==> config.mk <==
export PLATFORM = sky130hd
export DESIGN_NAME = rom_bank_mapper
export DESIGN_NICKNAME = d
export VERILOG_FILES = /design/src/rtl/bankmap_pkg.sv /design/src/rtl/bankmap_ctrl.sv /design/src/rtl/bankmap_dp.sv /design/src/rtl/rom_bank_mapper.sv
export SDC_FILE = /design/constraint.sdc
export NUM_CORES = 1
export LEC_CHECK = 0
export ABC_AREA = 1
export BUFFER_PORTS_ARGS = -buffer_cell sky130_fd_sc_hd__buf_2
export CORE_UTILIZATION = 40
export CTS_BUF_LIST = sky130_fd_sc_hd__clkbuf_8
export DETAILED_ROUTE_END_ITERATION = 10
export HOLD_SLACK_MARGIN = 0.08
export PLACE_DENSITY = 0.9
export SETUP_SLACK_MARGIN = 0.5
export SYNTH_ARGS = -nofsm -noshare
export SYNTH_HDL_FRONTEND = slang
export SYNTH_SLANG_ARGS = --single-unit
==> constraint.sdc <==
create_clock -name clk -period 2 [get_ports clk]
set_input_delay 0.3 -clock clk [delete_from_list [all_inputs] [get_ports clk]]
set_output_delay 0.3 -clock clk [all_outputs]
set_load 0.005 [all_outputs]
==> src/rtl/bankmap_pkg.sv <==
package bankmap_pkg;

  typedef enum logic [1:0] {
    RG_NONE   = 2'd0,
    RG_FIXED  = 2'd1,
    RG_BANKED = 2'd2,
    RG_NVRAM  = 2'd3
  } region_e;

  typedef struct packed {
    logic    bankLoad;
    region_e region;
  } ctrl_strobe_t;

endpackage

==> src/rtl/bankmap_ctrl.sv <==
module bankmap_ctrl
  import bankmap_pkg::*;
#(
  parameter int              ADDR_W    = 16,
  parameter int              IO_W      = 8,
  parameter logic [IO_W-1:0] IO_PORT   = 8'h90,
  parameter logic [ADDR_W-1:0] FIXED_TOP = 16'h57FF,
  parameter logic [ADDR_W-1:0] WIN_LO    = 16'h6000,
  parameter logic [ADDR_W-1:0] RAM_LO    = 16'hE000
) (
  input  logic              clk,
  input  logic              rstN,
  input  logic [ADDR_W-1:0] cpuAddr,
  input  logic              ioWrEn,
  input  logic [IO_W-1:0]   ioAddr,
  output ctrl_strobe_t      strobes,
  output logic              romCs,
  output logic              ramCs
);

  region_e region;

  // Range decode; windows between WIN_LO and RAM_LO share one bank.
  always_comb begin
    if (cpuAddr <= FIXED_TOP)                         region = RG_FIXED;
    else if (cpuAddr >= WIN_LO && cpuAddr < RAM_LO)   region = RG_BANKED;
    else if (cpuAddr >= RAM_LO)                       region = RG_NVRAM;
    else                                              region = RG_NONE;
  end

  always_comb begin
    strobes.bankLoad = ioWrEn && (ioAddr == IO_PORT);
    strobes.region   = region;
  end

  assign romCs = (region == RG_FIXED) || (region == RG_BANKED);
  assign ramCs = (region == RG_NVRAM);


  csExclusive_chk: assert property (@(posedge clk) disable iff (!rstN)
    !(romCs && ramCs));


  gapNoSel_chk: assert property (@(posedge clk) disable iff (!rstN)
    (cpuAddr > FIXED_TOP && cpuAddr < WIN_LO) |-> (!romCs && !ramCs));


  ramRange_chk: assert property (@(posedge clk) disable iff (!rstN)
    ramCs |-> (cpuAddr >= RAM_LO));

endmodule

==> src/rtl/bankmap_dp.sv <==
module bankmap_dp
  import bankmap_pkg::*;
#(
  parameter int                  ADDR_W     = 16,
  parameter int                  DATA_W     = 8,
  parameter int                  BANK_W     = 6,
  parameter int                  WIN_LOG2   = 13,
  parameter int                  ROM_ADDR_W = 20,
  parameter logic [ROM_ADDR_W-1:0] BANK_BASE = 20'h10000
) (
  input  logic                  clk,
  input  logic                  rstN,
  input  ctrl_strobe_t          strobes,
  input  logic [ADDR_W-1:0]     cpuAddr,
  input  logic [DATA_W-1:0]     wrData,
  output logic [ROM_ADDR_W-1:0] romAddr,
  output logic                  nmiEnable,
  output logic                  memFlag
);

  localparam int OFF_W = BANK_W + WIN_LOG2;
  localparam int PAIRS = DATA_W / 2;

  logic [DATA_W-1:0] swapped;
  logic [DATA_W-1:0] bankReg;
  logic [BANK_W-1:0] bankNum;
  logic [OFF_W-1:0]  winOffset;

  // Each adjacent bit pair trades places.
  for (genvar p = 0; p < PAIRS; p++) begin : g_swap
    assign swapped[2*p]   = wrData[2*p+1];
    assign swapped[2*p+1] = wrData[2*p];
  end

  always_ff @(posedge clk or negedge rstN) begin
    if (!rstN)                 bankReg <= '0;
    else if (strobes.bankLoad) bankReg <= swapped;
  end

  assign bankNum   = bankReg[BANK_W-1:0];
  assign winOffset = {bankNum, cpuAddr[WIN_LOG2-1:0]};
  assign nmiEnable = bankReg[DATA_W-1];
  assign memFlag   = bankReg[DATA_W-2];

  always_comb begin
    case (strobes.region)
      RG_FIXED:  romAddr = ROM_ADDR_W'(cpuAddr);
      RG_BANKED: romAddr = BANK_BASE + ROM_ADDR_W'(winOffset);
      default:   romAddr = '0;
    endcase
  end


  holdBank_chk: assert property (@(posedge clk) disable iff (!rstN)
    !strobes.bankLoad |=> $stable(bankReg));


  nmiLoad_chk: assert property (@(posedge clk) disable iff (!rstN)
    strobes.bankLoad |=> (nmiEnable == $past(wrData[DATA_W-2])));


  bankedBase_chk: assert property (@(posedge clk) disable iff (!rstN)
    (strobes.region == RG_BANKED) |-> (romAddr >= BANK_BASE));

endmodule

==> src/rtl/rom_bank_mapper.sv <==
module rom_bank_mapper
  import bankmap_pkg::*;
#(
  parameter int ADDR_W     = 16,
  parameter int IO_W       = 8,
  parameter int DATA_W     = 8,
  parameter int BANK_W     = 6,
  parameter int WIN_LOG2   = 13,
  parameter int ROM_ADDR_W = 20
) (
  input  logic                  clk,
  input  logic                  rstN,
  input  logic [ADDR_W-1:0]     cpuAddr,
  input  logic                  ioWrEn,
  input  logic [IO_W-1:0]       ioAddr,
  input  logic [DATA_W-1:0]     ioData,
  output logic                  romCs,
  output logic                  ramCs,
  output logic [ROM_ADDR_W-1:0] romAddr,
  output logic                  nmiEnable,
  output logic                  memFlag
);

  ctrl_strobe_t strobes;

  bankmap_ctrl #(
    .ADDR_W(ADDR_W), .IO_W(IO_W)
  ) u_ctrl (
    .clk(clk), .rstN(rstN), .cpuAddr(cpuAddr), .ioWrEn(ioWrEn),
    .ioAddr(ioAddr), .strobes(strobes), .romCs(romCs), .ramCs(ramCs)
  );

  bankmap_dp #(
    .ADDR_W(ADDR_W), .DATA_W(DATA_W), .BANK_W(BANK_W),
    .WIN_LOG2(WIN_LOG2), .ROM_ADDR_W(ROM_ADDR_W)
  ) u_dp (
    .clk(clk), .rstN(rstN), .strobes(strobes), .cpuAddr(cpuAddr),
    .wrData(ioData), .romAddr(romAddr), .nmiEnable(nmiEnable),
    .memFlag(memFlag)
  );

endmodule

# Word-level counts from Yosys, hierarchy flattened

Index checks and enable logic that the tools add are counted.

Bits in registers: 8
Input bits: 35
Output and inout bits: 24
Logic and storage cells: 17

Add/sub/neg operators: 1
$lt $le $gt $ge: 4
Equal/unequal tests: 4
Multiplexer cells: 4
Reduce and logical (&&, ||, !) cells: 3

Operators by type and width:

| kind                                                                                | count |
|---|---|
| 20-bit case mux with 2 select lines                                                 | 1 |
| 17-bit by 19-bit adder with 20-bit output (first input constant)                    | 1 |
| 16-bit by 15-bit >= comparator with 1-bit output (second input constant)            | 1 |
| 16-bit >= comparator (second input constant)                                        | 1 |
| 16-bit by 15-bit less-or-equal comparator with 1-bit output (second input constant) | 1 |
| 16-bit less-than comparator (second input constant)                                 | 1 |
| 8-bit equality test (second input constant)                                         | 1 |
| 2-bit two-way mux                                                                   | 3 |
| 2-bit equality test (second input constant)                                         | 2 |
| 2-bit by 1-bit equality test with 1-bit output (second input constant)              | 1 |
| 1-bit logical AND                                                                   | 2 |
| 1-bit logical OR                                                                    | 1 |

# Logic depth before layout (Yosys ltp)

Word-level depth: 6
Gate-level depth with buffers: 6

# Modules after synthesis

A second synthesis with hierarchy kept.

Cells, all modules: 100
Area total of the unflattened synthesis: 625.6 µm²

Modules (own cells, without submodules):

| module       | times used | cells an instance | area an instance (µm²) |
|---|---|---|---|
| bankmap_dp   | 1          | 84                | 548.0 |
| bankmap_ctrl | 1          | 16                | 77.6 |

# Worst setup path before layout

OpenSTA, ideal clock, no wires.

Kind: input to output
Start point: input port cpuAddr[14]
End point: output port romAddr[10]
Arrival time: 0.862 ns
Setup slack: 0.838 ns
Stages: 4
Cells stage by stage: nand2_1 > nand3_2 > buf_6 > a21boi_0

Longest elaborated chain between the ends: 6
Elaborated cells on any way between the ends: 11
Those cells by class: order compare: 4; eq/ne: 2; mux: 4; reduce/logical: 1

RTL lines:

| item                                                                                         | RTL line                               | RTL |
|---|---|---|
| start, declared                                                                              | rom_bank_mapper.sv:13                  | `input logic [ADDR_W-1:0] cpuAddr,` |
| 16-bit >= comparator, or another cell as far along                                           | bankmap_ctrl.sv:27                     | `else if (cpuAddr >= RAM_LO) region = RG_NVRAM;` |
| 2-bit two-way mux / 1-bit logical AND (equally long branches)                                | bankmap_ctrl.sv:27, bankmap_ctrl.sv:26 |  |
| 2-bit two-way mux                                                                            | bankmap_ctrl.sv:26                     | `else if (cpuAddr >= WIN_LO && cpuAddr < RAM_LO) region = RG_BANKED;` |
| 2-bit two-way mux (*)                                                                        | bankmap_ctrl.sv:25                     | `if (cpuAddr <= FIXED_TOP) region = RG_FIXED;` |
| 2-bit equality test / 2-bit by 1-bit equality test with 1-bit output (equally long branches) | bankmap_dp.sv:46                       | `case (strobes.region)` |
| 20-bit case mux with 2 select lines (*)                                                      | bankmap_dp.sv:46                       |  |
| end, declared                                                                                | rom_bank_mapper.sv:19                  | `output logic [ROM_ADDR_W-1:0] romAddr,` |

Every way passes the cells marked *; elsewhere a longest branch is shown, timed or not.

# Final worst setup path

Start point: register u_dp.bankReg[4]
End point: output port romAddr[18]

Longest elaborated chain between the ends: 2

RTL lines:

| item                                      | RTL line         | RTL |
|---|---|---|
| start, declared                           | bankmap_dp.sv:25 | `logic [DATA_W-1:0] bankReg;` |
| start signal, assigned                    | bankmap_dp.sv:37 | `else if (strobes.bankLoad) bankReg <= swapped;` |
| 17-bit by 19-bit adder with 20-bit output | bankmap_dp.sv:48 | `RG_BANKED: romAddr = BANK_BASE + ROM_ADDR_W'(winOffset);` |
| 20-bit case mux with 2 select lines       | bankmap_dp.sv:46 |  |

No other way between the ends.

==> impl_results.md <==
* Flip-flop count of the largest register after layout at 8
* Slew Viols, Final at 0
* Cell Count, Final, Fillers Out at 161
* Synthesized Nets at between 100 and 150
* Total congestion overflow at 0
* Worst path max stage delay at 0.39 ns
* Global placement routability congestion at about 0.70
* Max-Cap Viols at 0
* Worst-path cell chain: ha_1 -> xnor2_1 -> nor2_1 -> buf_2
* Number of antenna violations at the first check in global routing at 0
* Startpoint kind of the worst setup timing path: register
* I/O Pins at 59
* DRC viols at 0
* Clock slew at reported path FFs at about 0.040 ns
* Placement Rows at 14
* Actual slew at the worst max-slew pin at between 0.3 and 0.4 ns
* # port buffers at slightly below 60
* Achievable clock frequency at 0.692 GHz
* Number of iterations in the first detailed-routing pass at 4
* WL final at roughly 1600 um
* Instance count of the mapped netlist at 82
* Area growth syn-to-layout at 59.6%
* Total track usage at 17.6%
* Lkg Pwr at 0.000608 uW
* Final Net Count at 183
* Clock tree root driver cell: clkbuf_8
* Average instance area after synthesis at 7.83 um^2
* Critical path data required time at 1.70 ns
* Initial core utilization at 42.6%
* Commonest cells in the netlist: nand2_1, a21boi_0, inv_1
* Cell with the most instances after synthesis: nand2_1
* Global-route wire length before repair at 2500 um
* Netlist Area Pre-Place at about 640 um^2
* Vertical extent of the die at 42.1 um
* Number of global-route vias before repair at around 630
* Power per Cell Area at 503 nW/um^2
* Synth top area share at 31.2%
* Total inserted antenna cells at 0
* Number of library cell types mapped by synthesis at 19
* Worst setup skew after layout at 0 ns
* Min cycle time layout at 1.44 ns
* H-tree level count at 1
* CP max FO at 3
* Critical path type: reg2out
* Area of the core at around 1500 um^2
* Largest registers in the final layout: u_dp.bankReg (8)
* Peak supply drop at 0.000323 V
* Ys async rst share at between 90% and 100%
* Drt first-iter violations at 7
* Cell type contributing the most total cell area after synthesis: dfrtp_1
* Via density per instance at between 4 and 5
* Unrepaired setup endpoints after global routing: true
* CP Capture Point: romAddr[18]
* Beginning of the worst register-to-register path: u_dp.bankReg[3]
* TritonCTS Sinks at 8
* Setup violation total in the final timing report at 0
* Classification of the worst-slack hold path: in2reg
* Top register by number of flip-flops: u_dp.bankReg
* Hpwl dp at 1230 um
* Startpoint of the worst setup timing path: u_dp.bankReg[4]
* Share of synthesized area occupied by flip-flops and latches at 31.2%
* Number of synthesized flops with an enable pin at 0
* Cell total after placement at 154
* Detailed-route wire length per cell at 9.63 um
* Setup TNS at 0 ns
* R2R setup slack at 1.26 ns
* Num CTS Buffers at 3
* Width of the chip at between 40 and 50 um
* Die Footprint at 1770 um^2
* Yosys warns at 0
* Outcome: finished clean
* Maximum clock path buffer count at 2
* End of the worst register-to-register path: u_dp.bankReg[3]
* Normalized max-slew margin at 75.7%
* Fraction of final layout cells with drive strength greater than 1 at 52.4%
* Flops & latches, synth at 8
* Logic depth of the worst register-to-register path at 3
* Arr. time, crit path at between 1 and 1.5 ns
* Final critical-path share of the clock period at 72.2%
* Number of failing hold endpoints at the final stage at 0
* Biggest area contributors in the synthesized netlist: dfrtp_1, nand2_1, a21boi_0, nand4_1, a21boi_2
* Clock tree from TritonCTS: built
* Post-layout util at approximately 70%
* Critical Path Sink Type: output port
* Primary FF master, synth: dfrtp_1
* Total number of vias at 773
* Largest net degree at the start of global routing at 20
* Clock latency at the later pin of the worst-skew pair at 0.23 ns
* Number of nets with antenna violations after detailed routing at 0
* Library cell contributing the largest single delay on the critical path: dfrtp_1
-- cells by family (layout without fill, tap and decap cells) --
kind of cell | Yosys count | in the layout | share of synthesized area (%)
xor+xnor | 1 | 1 | 1.36
compound gates | 15 | 15 | 19.1
simple gates | 46 | 46 | 37.6
fa+ha+maj | 1 | 1 | 1.95
flops | 8 | 8 | 31.2
buf+inv | 11 | 74 | 8.77
-- per-stage QoR --
stage	worst slack [ns]	total power [uW]	instance area (um^2)	hold WS, ns
after floorplan	0.838	247	642	0.00441
after global placement	0.576	308	930	0.145
after detailed placement	0.520	313	930	0.150
after CTS	0.511	506	981	0.329
after global routing	0.488	543	1020	0.340
final	0.555	515	1020	0.324
-- cells in the final DEF (no fill, tap or decap) --
cell	count
buf_2	58
nand2_1	21
inv_1	9
nand4_1	8
dfrtp_1	8
nor2_1	5
a21boi_0	5
nand3_1	4
a21boi_2	4
a21boi_1	4
clkbuf_8	3
buf_4	3
nand3_4	2
nor2_2	2
nand2_2	1
nand3_2	1
nand2_8	1
xnor2_1	1
o21ai_1	1
o21ai_0	1
nor2_4	1
ha_1	1
dlygate4sd3_1	1
-- worst max-delay path: cells and delay by family, from the launching register on --
family,cells,cell delay [ns]
buf+inv,1,0.12
fa+ha+maj,1,0.21
xor+xnor,1,0.15
simple gates,1,0.05
flops,1,0.39
-- how the worst min path moves through the flow --
| stage | start | to | slack (ns) | cells past startpoint |
|---|---|---|---|---|
| floorplan | rstN | u_dp.bankReg[0] | 0.004 | 0 |
| global placement | rstN | u_dp.bankReg[6] | 0.15 | 1 |
| detailed placement | rstN | u_dp.bankReg[7] | 0.15 | 1 |
| CTS | ioData[6] | u_dp.bankReg[7] | 0.33 | 3 |
| global route | ioData[3] | u_dp.bankReg[2] | 0.34 | 3 |
| finish | ioData[6] | u_dp.bankReg[7] | 0.32 | 3 |
-- metal layers --
metal | track usage (%) | wire, um
met5 | 0 | 0
met4 | 5.63 | 14
met3 | 4.31 | 194
met2 | 33.1 | 692
met1 | 19.1 | 650
-- power by group --
part	internal [uW]	switching [uW]
combinational	73.9	72.2
sequential	170	5.38
clock	130	63.0
total	375	141
-- layout make-up --
cell class | instances | area, um^2
fillers | 119 | 482
multi-input cells | 63 | 407
repair buffers | 62 | 323
flip-flops and latches | 8 | 200
clock buffers | 3 | 41.3
inverters | 9 | 33.8
well taps | 16 | 20.0
-- repair_timing --
item	4_1_cts	5_1_grt
hold endpoints to repair	8	0
resized for setup	0	7
endpoints found under the setup margin	0	12
buffers inserted	0	3
hold buffers	1	0
Note: power is estimated with default switching activity, not from simulation.
